$ cat src/rtl/convq_pkg.sv
package convq_pkg;

    parameter int unsigned CHAN_W  = 5;
    parameter int unsigned QDEPTH  = 8;

    typedef enum logic [1:0] {
        ST_IDLE = 2'd0,
        ST_REQ  = 2'd1,
        ST_CONV = 2'd2
    } seq_state_e;

    typedef struct packed {
        logic [CHAN_W-1:0] chan;
        logic              refill;
        logic              trig_wait;
        logic              evt_en;
    } qent_t;

    function automatic int unsigned ptr_bits(input int unsigned depth);
        return (depth > 1) ? $clog2(depth) : 1;
    endfunction

    function automatic qent_t make_entry(input logic [CHAN_W-1:0] ch,
                                         input logic rf, input logic tw,
                                         input logic ev);
        qent_t e;
        e.chan      = ch;
        e.refill    = rf;
        e.trig_wait = tw;
        e.evt_en    = ev;
        return e;
    endfunction

endpackage

$ cat src/rtl/convq_store.sv
module convq_store
    import convq_pkg::*;
#(
    parameter int unsigned DEPTH = QDEPTH,
    localparam int unsigned PW = ptr_bits(DEPTH),
    localparam int unsigned CW = $clog2(DEPTH + 1)
) (
    input  logic          clk,
    input  logic          rst,
    input  logic          flush,
    input  logic          pop,
    input  logic          push_a,
    input  qent_t         ent_a,
    input  logic          push_b,
    input  qent_t         ent_b,
    output qent_t         head,
    output logic [CW-1:0] count,
    output logic          drop_b
);

    qent_t         mem [DEPTH];
    logic [PW-1:0] hd_ptr, tl_ptr;
    logic [PW-1:0] tail_b, tl_after_a, tl_next;
    logic [CW-1:0] base_cnt;
    logic          accept_b;

    function automatic logic [PW-1:0] wrap_inc(input logic [PW-1:0] p);
        if (p == PW'(DEPTH - 1)) return '0;
        return p + 1'b1;
    endfunction

    always_comb begin
        base_cnt   = count - CW'(pop) + CW'(push_a);
        accept_b   = push_b && (base_cnt < CW'(DEPTH));
        drop_b     = push_b && !accept_b;
        tl_after_a = push_a ? wrap_inc(tl_ptr) : tl_ptr;
        tail_b     = tl_after_a;
        tl_next    = accept_b ? wrap_inc(tl_after_a) : tl_after_a;
        head       = mem[hd_ptr];
    end

    always_ff @(posedge clk) begin
        if (rst || flush) begin
            hd_ptr <= '0;
            tl_ptr <= '0;
            count  <= '0;
        end else begin
            if (pop) hd_ptr <= wrap_inc(hd_ptr);
            tl_ptr <= tl_next;
            count  <= base_cnt + CW'(accept_b);
        end
    end

    always_ff @(posedge clk) begin
        if (!rst && !flush) begin
            if (push_a)   mem[tl_ptr] <= ent_a;
            if (accept_b) mem[tail_b] <= ent_b;
        end
    end

    p_count_bound_r1: assert property (@(posedge clk) disable iff (rst)
        count <= CW'(DEPTH));

    p_pop_nonempty_r3: assert property (@(posedge clk) disable iff (rst)
        pop |-> (count != '0));

    p_drop_when_full_r2: assert property (@(posedge clk) disable iff (rst)
        (drop_b && !flush) |=> (count == CW'(DEPTH)));

endmodule

$ cat src/rtl/convq_trig.sv
module convq_trig (
    input  logic clk,
    input  logic rst,
    input  logic flush,
    input  logic trig_in,
    input  logic arm,
    input  logic consume,
    output logic released
);

    logic trig_q;
    logic pend;
    logic edge_seen;

    always_comb begin
        edge_seen = trig_in && !trig_q;
        released  = pend || edge_seen;
    end

    always_ff @(posedge clk) begin
        if (rst) trig_q <= 1'b0;
        else     trig_q <= trig_in;
    end

    always_ff @(posedge clk) begin
        if (rst || flush)          pend <= 1'b0;
        else if (consume)          pend <= 1'b0;
        else if (arm && edge_seen) pend <= 1'b1;
    end

    p_pend_needs_arm_r5: assert property (@(posedge clk) disable iff (rst)
        pend |-> arm);

    p_flush_drops_pend_r8: assert property (@(posedge clk) disable iff (rst)
        flush |=> !pend);

endmodule

$ cat src/rtl/convq_ctrl.sv
module convq_ctrl
    import convq_pkg::*;
(
    input  logic  clk,
    input  logic  rst,
    input  logic  flush,
    input  logic  gate_open,
    input  logic  grant,
    input  logic  conv_done,
    input  logic  head_valid,
    input  qent_t head,
    input  logic  released,
    output logic  conv_req,
    output logic  pop,
    output logic  push_refill,
    output logic  arm,
    output logic  consume,
    output logic  src_event
);

    seq_state_e state, state_nx;
    logic       ready;

    always_comb begin
        ready       = head_valid && gate_open && (!head.trig_wait || released);
        arm         = (state == ST_IDLE) && head_valid && head.trig_wait;
        consume     = (state == ST_IDLE) && ready;
        pop         = (state == ST_CONV) && conv_done && !flush;
        push_refill = pop && head.refill;
        conv_req    = (state == ST_REQ);
        state_nx    = state;
        unique case (state)
            ST_IDLE: if (ready)     state_nx = ST_REQ;
            ST_REQ:  if (grant)     state_nx = ST_CONV;
            ST_CONV: if (conv_done) state_nx = ST_IDLE;
            default:                state_nx = ST_IDLE;
        endcase
    end

    always_ff @(posedge clk) begin
        if (rst || flush) state <= ST_IDLE;
        else              state <= state_nx;
    end

    always_ff @(posedge clk) begin
        if (rst || flush) src_event <= 1'b0;
        else              src_event <= pop && head.evt_en;
    end

    p_req_held_r3: assert property (@(posedge clk) disable iff (rst)
        (conv_req && !grant && !flush) |=> conv_req);

    p_gate_blocks_r7: assert property (@(posedge clk) disable iff (rst)
        ((state == ST_IDLE) && !gate_open) |=> !conv_req);

    p_trig_wait_r5: assert property (@(posedge clk) disable iff (rst)
        (arm && !released) |=> !conv_req);

    p_event_pulse_r6: assert property (@(posedge clk) disable iff (rst)
        src_event |=> !src_event);

endmodule

$ cat src/rtl/convq_source.sv
module convq_source
    import convq_pkg::*;
#(
    parameter int unsigned DEPTH = QDEPTH,
    localparam int unsigned CW = $clog2(DEPTH + 1)
) (
    input  logic              clk,
    input  logic              rst,
    input  logic              wr_en,
    input  logic [CHAN_W-1:0] wr_chan,
    input  logic              wr_refill,
    input  logic              wr_trig_wait,
    input  logic              wr_evt_en,
    input  logic              flush,
    input  logic              trig_in,
    input  logic              gate_open,
    input  logic              grant,
    input  logic              conv_done,
    output logic              conv_req,
    output logic [CHAN_W-1:0] conv_chan,
    output logic              src_event,
    output logic              ovf_flag,
    output logic [CW-1:0]     fill_level
);

    qent_t         head, wr_ent;
    logic [CW-1:0] count;
    logic          pop, push_refill, drop_b;
    logic          arm, consume, released;

    assign wr_ent     = make_entry(wr_chan, wr_refill, wr_trig_wait, wr_evt_en);
    assign conv_chan  = head.chan;
    assign fill_level = count;

    convq_store #(.DEPTH(DEPTH)) u_store (
        .clk    (clk),
        .rst    (rst),
        .flush  (flush),
        .pop    (pop),
        .push_a (push_refill),
        .ent_a  (head),
        .push_b (wr_en),
        .ent_b  (wr_ent),
        .head   (head),
        .count  (count),
        .drop_b (drop_b)
    );

    convq_trig u_trig (
        .clk      (clk),
        .rst      (rst),
        .flush    (flush),
        .trig_in  (trig_in),
        .arm      (arm),
        .consume  (consume),
        .released (released)
    );

    convq_ctrl u_ctrl (
        .clk         (clk),
        .rst         (rst),
        .flush       (flush),
        .gate_open   (gate_open),
        .grant       (grant),
        .conv_done   (conv_done),
        .head_valid  (count != '0),
        .head        (head),
        .released    (released),
        .conv_req    (conv_req),
        .pop         (pop),
        .push_refill (push_refill),
        .arm         (arm),
        .consume     (consume),
        .src_event   (src_event)
    );

    always_ff @(posedge clk) begin
        if (rst)         ovf_flag <= 1'b0;
        else if (drop_b && !flush) ovf_flag <= 1'b1;
    end

    p_ovf_sticky_r2: assert property (@(posedge clk) disable iff (rst)
        ovf_flag |=> ovf_flag);

    p_flush_empties_r8: assert property (@(posedge clk) disable iff (rst)
        flush |=> (fill_level == '0 && !conv_req));

    p_refill_keeps_level_r4: assert property (@(posedge clk) disable iff (rst)
        (push_refill && !wr_en && !flush) |=> (fill_level == $past(fill_level)));

endmodule

$ cat config.mk
export PLATFORM = sky130hd
export DESIGN_NAME = convq_source
export DESIGN_NICKNAME = d
export VERILOG_FILES = /design/src/rtl/convq_pkg.sv /design/src/rtl/convq_store.sv /design/src/rtl/convq_trig.sv /design/src/rtl/convq_ctrl.sv /design/src/rtl/convq_source.sv
export SDC_FILE = /design/constraint.sdc
export NUM_CORES = 1
export LEC_CHECK = 0
export BUFFER_PORTS_ARGS = -buffer_cell sky130_fd_sc_hd__buf_2
export CORE_MARGIN = 10
export CORE_UTILIZATION = 50
export CTS_BUF_LIST = sky130_fd_sc_hd__clkbuf_4 sky130_fd_sc_hd__clkbuf_8 sky130_fd_sc_hd__clkbuf_16
export DETAILED_ROUTE_END_ITERATION = 6
export GPL_ROUTABILITY_DRIVEN = 0
export PLACE_DENSITY = 0.7
export RECOVER_POWER = 100
export SETUP_SLACK_MARGIN = 0.3
export SYNTH_ARGS = -nofsm -noshare
export SYNTH_HDL_FRONTEND = slang
export SYNTH_SLANG_ARGS = --single-unit
$ cat constraint.sdc
create_clock -name clk -period 3.9 [get_ports clk]
set_clock_uncertainty 0.05 [all_clocks]
set_input_delay 0.585 -clock clk [delete_from_list [all_inputs] [get_ports clk]]
set_output_delay 0.585 -clock clk [all_outputs]
set_load 0.02 [all_outputs]
After elaboration in Yosys (flattened, before gate mapping)

Memories as Yosys holds them, arrays and structs flattened. A register that Yosys moved wholly into a read port is not among the register bits.
Cells that the tools add are included.

Bits in registers: 16
RAM bits: 64
Bits of input ports: 16
Output and inout bits: 12
Memories kept: 1

Add/sub/neg operators: 6
$lt $le $gt $ge: 1
Equal/unequal tests: 8
Muxes and demuxes: 25
Reductions and logical operators: 27

Memories:

| memory      | words | width | read ports | clocked after Yosys merged registers in | wr ports | RTL line          | RTL |
|---|---|---|---|---|---|---|---|
| u_store.mem | 8     | 8     | 1          | 1                                       | 2        | convq_store.sv:21 | `qent_t mem [DEPTH];` |

Operators by type and width:

| cell                                                                  | number |
|---|---|
| 3-bit 2-to-1 mux                                                      | 10 |
| 1-bit logical AND                                                     | 15 |
| 1-bit 2-to-1 mux                                                      | 11 |
| 3-bit by 1-bit adder with 3-bit output, second input constant         | 3 |
| 3-bit equality test, second input constant                            | 3 |
| 4-bit by 1-bit adder with 4-bit output                                | 2 |
| 2-bit 2-to-1 mux                                                      | 3 |
| 2-bit case mux with 3 select lines                                    | 1 |
| 1-bit logical NOT                                                     | 5 |
| 4-bit less-than comparator, second input constant                     | 1 |
| 2-bit != test, second input constant                                  | 2 |
| 4-bit nonzero test                                                    | 1 |
| 4-bit by 1-bit subtractor with 4-bit output                           | 1 |
| 1-bit logical OR                                                      | 3 |
| 3-bit AND reduction                                                   | 1 |
| 2-bit by 1-bit equality test with 1-bit output, second input constant | 1 |
| 2-bit equality test, second input constant                            | 1 |
| 2-bit logical NOT                                                     | 1 |
| 2-bit by 1-bit != test with 1-bit output, second input constant       | 1 |
| 2-bit OR reduction                                                    | 1 |

Longest topological paths before layout

Gate-level depths: netlist of run 1.

Depth in word-level cells: 10
Depth in mapped cells: 14
Depth with buffers taken out: 13

Cells and area by module

Synthesis of run 1 repeated with hierarchy kept, for this count alone.

Cell total of the unflattened synthesis: 313
Area, all modules: 4659.5 µm²

By module, submodules not included:

| module       | instances | cells an instance | area an instance (µm²) | seq. area each (µm²) |
|---|---|---|---|---|
| convq_store  | 1         | 281               | 4367.9                 | 2182.1 |
| convq_ctrl   | 1         | 18                | 166.4                  | 60.1 |
| convq_trig   | 1         | 9                 | 82.6                   | 40.0 |
| convq_source | 1         | 5                 | 42.5                   | 20.0 |

Least setup slack after synthesis of run 1

No wires, ideal clock.

Path kind: input port to flip-flop
Start point: in flush
End point: mem u_store.mem[5][0] in the netlist's numbering, enable pin
Setup time: 387 ps
Arrival: 3347 ps
Data required time: 3463 ps
Setup slack: 116 ps
Stages: 9
Buffers on the path: 1
Cells stage by stage: and4bb_2 > buf_2 > o21ai_0 > ha_1 > nand3_1 > a2111oi_2 > nor2_1 > mux2_2 > o31ai_1

RTL lines:

| element            | RTL line           | RTL |
|---|---|---|
| start: declaration | convq_source.sv:14 | `input logic flush,` |
| end: declaration   | convq_store.sv:21  |  |

==> results of run 1 <==
[report_power, final]
| part | leakage [nW] | total, W | internal [W] | switching (W) |
|---|---|---|---|---|
| Clock | 0.0957 | 0.000627 | 0.000301 | 0.000326 |
| Combinational | 0.936 | 0.000127 | 0.0000537 | 0.0000733 |
| Sequential | 0.731 | 0.000961 | 0.000955 | 0.00000592 |
| Total | 1.76 | 0.00171 | 0.00131 | 0.000405 |
[synthesized netlist by cell type, drive strengths merged (4+ instances only)]
cell	instances
inv	8
or3	8
a31oi	5
o21ai	10
mux4	14
a21oi	6
nor2b	9
nor2	16
ha	11
nand2	11
edfxtp	64
mux2i	11
buf	6
mux2	74
and2	4
dfxtp	19
o22ai	5
nand3	5
[path summary, 6_finish.rpt]
check	endpoint	slack [ns]	from	cells after the start
setup / recovery	u_store.mem[7][5]	0.40	register	10
hold / removal	u_trig.trig_q	0.41	trig_in	2
setup reg to reg	u_store.mem[7][5]	0.40	register	10
hold reg to reg	ovf_flag	0.42	ovf_flag	2
[through the flow]
step / area (sq um) / setup slack [ns] / total power [W] / hold slack [ns] / cells
after CTS: 5220 / 0.316 / 0.00173 / 0.403 / 500
after detailed placement: 5000 / 0.131 / 0.00111 / 0.403 / 484
final: 5190 / 0.401 / 0.00171 / 0.413 / 500
after floorplan: 4630 / 0.116 / 0.00106 / 0.402 / 336
after global placement: 5000 / 0.215 / 0.00110 / 0.381 / 484
after global routing: 5190 / 0.175 / 0.00178 / 0.425 / 500
[cell type report]
| class | count | area [sq um] |
|---|---|---|
| Clock buffer | 9 | 124 |
| Clock inverter | 7 | 75.1 |
| Fill cell | 777 | 3920 |
| Inverter | 9 | 33.8 |
| Multi-Input combinational cell | 235 | 2260 |
| Sequential cell | 83 | 2300 |
| Tap cell | 111 | 139 |
| Timing Repair Buffer | 46 | 251 |
[layout by cell type, fill, tap and decap left out, types with 3 or more instances in the layout]
cell type  Yosys  final
inv_1          8      8
mux2i_1        9      9
nand2b_1       3      3
buf_4          0     14
clkbuf_8       0      9
mux2_1         0      6
nor3b_1        3      3
o21ai_1        0      4
buf_2          5     19
nor2b_1        9      9
nand2_1       11     11
a21oi_1        4      3
or3_1          8      8
and2_1         4      3
edfxtp_1      64     64
mux4_2        14     14
mux2_2        74     68
nand4_1        3      3
o21ai_0        6      5
nand3_1        4      4
nor4_1         3      3
clkbuf_1       3     11
ha_1          11     11
a21oi_2        2      3
o22ai_1        5      3
a31oi_1        5      5
dfxtp_1       19     18
nor2_1        16     16
[registers in the layout, summed over array words and instances (netlist names), named ones only]
| name | flops |
|---|---|
| u_store.mem | 64 |
| u_store.count | 4 |
| u_store.hd_ptr | 3 |
| u_store.tl_ptr | 3 |
| u_ctrl.state | 2 |
| ovf_flag | 1 |
| u_ctrl.src_event | 1 |
| u_trig.pend | 1 |
| u_trig.trig_q | 1 |
[critical path: cells and delay by family, from the launching register on]
family          cells  cell delay [ns]
compound gates      4             1.14
mux                 2             0.74
flops               1             0.42
simple gates        2             0.41
fa+ha+maj           1             0.28
buf+inv             1             0.21
[kinds of logic after synthesis]
group / share of synthesized area
adders and majority gates: 0.0341
DFF: 0.497
AOI/OAI and AO/OA: 0.0757
muxes: 0.277
xor gates and xnor gates: 0.00568
buffers and inverters: 0.0176
and+or+nand+nor: 0.0922
[repair_timing]
item	in CTS	in global routing
pin swaps	1	0
gates resized for setup	4	8
cloned	0	0
endpoints found under the setup margin	80	91
[layer usage]
layer,wire length [microns],part of all wire,global-route usage,vias to the layer above
met5,0,0,0,-
met4,164,0.016,0.0475,0
met3,606,0.058,0.0334,14
met2,5140,0.49,0.264,87
met1,4560,0.44,0.213,1485
li1,-,-,-,1422
==> results.sh, run 1 <==
export IMPL_status="completed"
export IMPL_timing_slew_headroom=0.318
export IMPL_wirelength_mm=10.5
export IMPL_slowest_delay_ns=0.49
export IMPL_ys_warnings_count=0
export IMPL_synth_top_flop_cell="edfxtp_1"
export IMPL_finalSetupViolCount=0
export IMPL_tightest_slew_ns=1.02
export IMPL_cp_slowest_cell="a2111o_1"
export IMPL_slew_violations=0
export IMPL_drtIter0Drc=214
export IMPL_synth_area_leaders="edfxtp_1, mux2_2, dfxtp_1"
export IMPL_grt_pass1_wl_mm=16.9
export IMPL_drtAntennaViolNets=0
export IMPL_arrival_ns=3.55
export IMPL_worstSetupEndpointType="register"
export IMPL_avgRoutedWirePerCell_microns=20.9
export IMPL_synth_fp_nets=364
export IMPL_fin_crit_sh=0.897
export IMPL_cts_htree_levels=3
export IMPL_dr_total_vias=3008
export IMPL_coreArea_sq_mm=0.00911
export IMPL_synth_area_sq_mm=0.00463
export IMPL_setup_tns_ns=0
export IMPL_avgSynthCellArea_sq_um=13.8
export IMPL_synth_edf_count=64
export IMPL_crit_path_start_kind="register"
export IMPL_die_height_microns=116
export IMPL_ys_types=56
export IMPL_clkLatencyLatePin_ns=0.34
export IMPL_cts_sinks=83
export IMPL_crit_path_cell_trace="buf_4, and2_0, a22o_2, o21ai_2, ha_1, nand3_1, a2111o_1, a211o_1, mux2i_4, mux2_2"
export IMPL_cts_buffer_depth=2
export IMPL_firstDrtPassIters=4
export IMPL_area_delta_synth_final_pct=12.2
export IMPL_synth_async_reset_ratio=0
export IMPL_antenna_found_initial=0
export IMPL_grtUsageTotal=0.162
export IMPL_initial_core_util=0.508
export IMPL_path_clk_slew_ns=0.08
export IMPL_grt_overflow=0
export IMPL_ys_seq_area_frac=0.497
export IMPL_num_rows=35
export IMPL_hold_path_class="in2reg"
export IMPL_drc=0
export IMPL_grt_max_degree=16
export IMPL_cts_buffers=9
export IMPL_hold_viol_final=0
export IMPL_required_ns=3.95
export IMPL_vdd_drop_max_mv=0.193
export IMPL_dpl_hpwl_mm=7.56
export IMPL_cp_max_fo=8
export IMPL_grt_pass1_vias=3122
export IMPL_cts_tree="built"
export IMPL_fin_crit_ns=3.50
export IMPL_max_freq_mhz=286
export IMPL_pin_count=28
export IMPL_num_nets_final=412
export IMPL_final_core_util=0.570
export IMPL_vias_per_cell=6.02
export IMPL_cap_violations=0
export IMPL_antennaDiodeCount=0
export IMPL_yosys_area_top_type="edfxtp_1"
export IMPL_synth_top_area_frac=0.415
export IMPL_crit_type="reg2reg"
export IMPL_io_buffers=27
export IMPL_p_per_area_mw_per_mm2=330
export IMPL_hold_buffers=0
export IMPL_root_buffer="clkbuf_8"
export IMPL_dieArea_sq_mm=0.0135
export IMPL_leakagePower_nw=1.76
export IMPL_synthCells=336
export IMPL_cts_setup_buffers=0
export IMPL_ys_seq_elements=83
export IMPL_rsz0062_at_grt="false"
export IMPL_final_layout_size_suffix_gt1_frac=0.396
export IMPL_die_w_microns=116
(Power assumes the default switching activity.)
==> run 2, diff against run 1 <==
--- a/config.mk
+++ b/config.mk
@@ -15,4 +15,5 @@
 export RECOVER_POWER = 100
 export SETUP_SLACK_MARGIN = 0.3
+export SKIP_CTS_REPAIR_TIMING = 1
 export SYNTH_ARGS = -nofsm -noshare
 export SYNTH_HDL_FRONTEND = slang
==> constraint.sdc (replaced) <==
create_clock -name clk -period 3.9 [get_ports clk]
set_clock_uncertainty 0.05 [all_clocks]
set_input_delay 0.78 -clock clk [delete_from_list [all_inputs] [get_ports clk]]
set_output_delay 0.78 -clock clk [all_outputs]
set_load 0.02 [all_outputs]
==> results.sh, run 2 (same netlist as run 1, synthesis figures left out) <==
export IMPL_clkLatencyLatePin_ns=0.36
export IMPL_hold_path_class="reg2reg"
export IMPL_ff2ff_path_depth=9
export IMPL_p_seq_frac=0.535
export IMPL_rsz0062_at_grt="false"
export IMPL_antennaDiodeCount=0
export IMPL_coreArea_sq_mm=0.00911
export IMPL_crit_path_start_kind="register"
export IMPL_grt_max_degree=16
export IMPL_die_height_microns=116
export IMPL_leakagePower_nw=1.80
export IMPL_cts_buffer_depth=2
export IMPL_drc=0
export IMPL_setup_tns_ns=0
export IMPL_worstSetupEndpointType="register"
export IMPL_dr_total_vias=3051
export IMPL_cts_buffers=9
export IMPL_cp_top_family="compound AO/OA/AOI/OAI gates"
export IMPL_largest_register_ffs=64
export IMPL_io_buffers=27
export IMPL_cts_sinks=83
export IMPL_hold_depth=2
export IMPL_slowest_delay_ns=0.49
export IMPL_slew_violations=0
export IMPL_combPwrFrac=0.072
export IMPL_cp_depth=9
export IMPL_status="completed"
export IMPL_grt_overflow=0
export IMPL_root_buffer="clkbuf_8"
export IMPL_num_nets_final=414
export IMPL_mostFrequentLayoutCell="mux2_2"
export IMPL_max_freq_mhz=284
export IMPL_num_rows=35
export IMPL_vias_per_cell=6.08
export IMPL_layout_common_cells="mux2_2, edfxtp_1, buf_2, dfxtp_1, nor2_1"
export IMPL_avgRoutedWirePerCell_microns=21.3
export IMPL_worst_hold_slack_ns=0.400
export IMPL_wirelength_mm=10.7
export IMPL_cp_max_fo=8
export IMPL_grtUsageTotal=0.169
export IMPL_fin_crit_sh=0.903
export IMPL_intPower_w=0.00137
export IMPL_die_w_microns=116
export IMPL_dieArea_sq_mm=0.0135
export IMPL_fin_crit_ns=3.52
export IMPL_cap_violations=0
export IMPL_dp_cells=484
export IMPL_pin_count=28
export IMPL_grt_pass1_vias=3140
export IMPL_drtIter0Drc=327
export IMPL_cts_htree_levels=3
export IMPL_required_ns=3.95
export IMPL_fin_cells=502
export IMPL_tightest_slew_ns=0.741
export IMPL_reg_top3="u_store.mem x64, u_store.count x4"
export IMPL_cts_tree="built"
export IMPL_antenna_found_initial=0
export IMPL_grt_pass1_wl_mm=17.5
export IMPL_final_layout_size_suffix_gt1_frac=0.412
export IMPL_hold_viol_final=0
export IMPL_arrival_ns=3.58
export IMPL_cp_slowest_cell="a2111o_1"
export IMPL_top_register="u_store.mem"
export IMPL_initial_core_util=0.508
export IMPL_firstDrtPassIters=4
export IMPL_p_sw_w=0.000420
export IMPL_p_per_area_mw_per_mm2=340
export IMPL_vdd_drop_max_mv=0.140
export IMPL_crit_type="reg2reg"
export IMPL_dpl_hpwl_mm=7.61
export IMPL_switching_share=0.234
export IMPL_timing_slew_headroom=0.506
export IMPL_area_delta_synth_final_pct=14.2
export IMPL_finalSetupViolCount=0
export IMPL_pwr_share_clk=0.393
export IMPL_path_clk_slew_ns=0.10
export IMPL_cp_num_buf_inv=0
export IMPL_drtAntennaViolNets=0
export IMPL_crit_path_cell_trace="mux2i_2, a22o_1, o21ai_0, ha_1, nand3_1, a2111o_1, a211o_1, mux2i_4, mux2_2"
-- run 2: worst paths after layout --
kind	startpoint	to	slack, ns
max	register	u_store.mem[5][0]	0.38
min	ovf_flag	ovf_flag	0.40
max reg2reg	register	u_store.mem[5][0]	0.38
min reg2reg	ovf_flag	ovf_flag	0.40
-- run 2: worst reg2reg max path: stages (launching register included) --
cell      delay [ns]
dfxtp_4         0.43
mux2i_2         0.28
a22o_1          0.23
o21ai_0         0.20
ha_1            0.34
nand3_1         0.24
a2111o_1        0.49
a211o_1         0.31
mux2i_4         0.32
mux2_2          0.39
-- run 2: routing by layer --
| metal | vias to the layer above | wire length, microns | GRT usage |
|---|---|---|---|
| met2 | 77 | 5400 | 0.271 |
| met1 | 1532 | 4740 | 0.230 |
| li1 | 1432 | - | - |
| met4 | 0 | 106 | 0.0559 |
| met5 | - | 0 | 0 |
| met3 | 10 | 445 | 0.0257 |
-- run 2: cell type report --
| class | count | area (sq um) |
|---|---|---|
| Timing Repair Buffer | 48 | 287 |
| Multi-Input combinational cell | 235 | 2290 |
| Clock inverter | 7 | 100 |
| Tap cell | 111 | 139 |
| Fill cell | 759 | 3820 |
| Inverter | 9 | 33.8 |
| Clock buffer | 9 | 124 |
| Sequential cell | 83 | 2310 |
-- run 2: power by group through the flow --
stage	registers [W]	clock network [W]	logic [W]
finish	0.000960	0.000705	0.000130
global route	0.000961	0.000747	0.000145
CTS	0.000960	0.000710	0.000133
detailed placement	0.000981	0	0.000133
global placement	0.000980	0	0.000130
floorplan	0.000980	0	0.0000870
-- run 2: stage by stage --
stage          utilization  instance area [sq um]  setup WS [ns]  total power (W)
6_report             0.580                   5290          0.379          0.00179
5_1_grt              0.580                   5290          0.156          0.00185
4_1_cts              0.580                   5280          0.194          0.00180
3_5_place_dp         0.555                   5060          0.131          0.00111
3_3_place_gp         0.555                   5060          0.221          0.00111
2_1_floorplan            -                   4690          0.210          0.00107
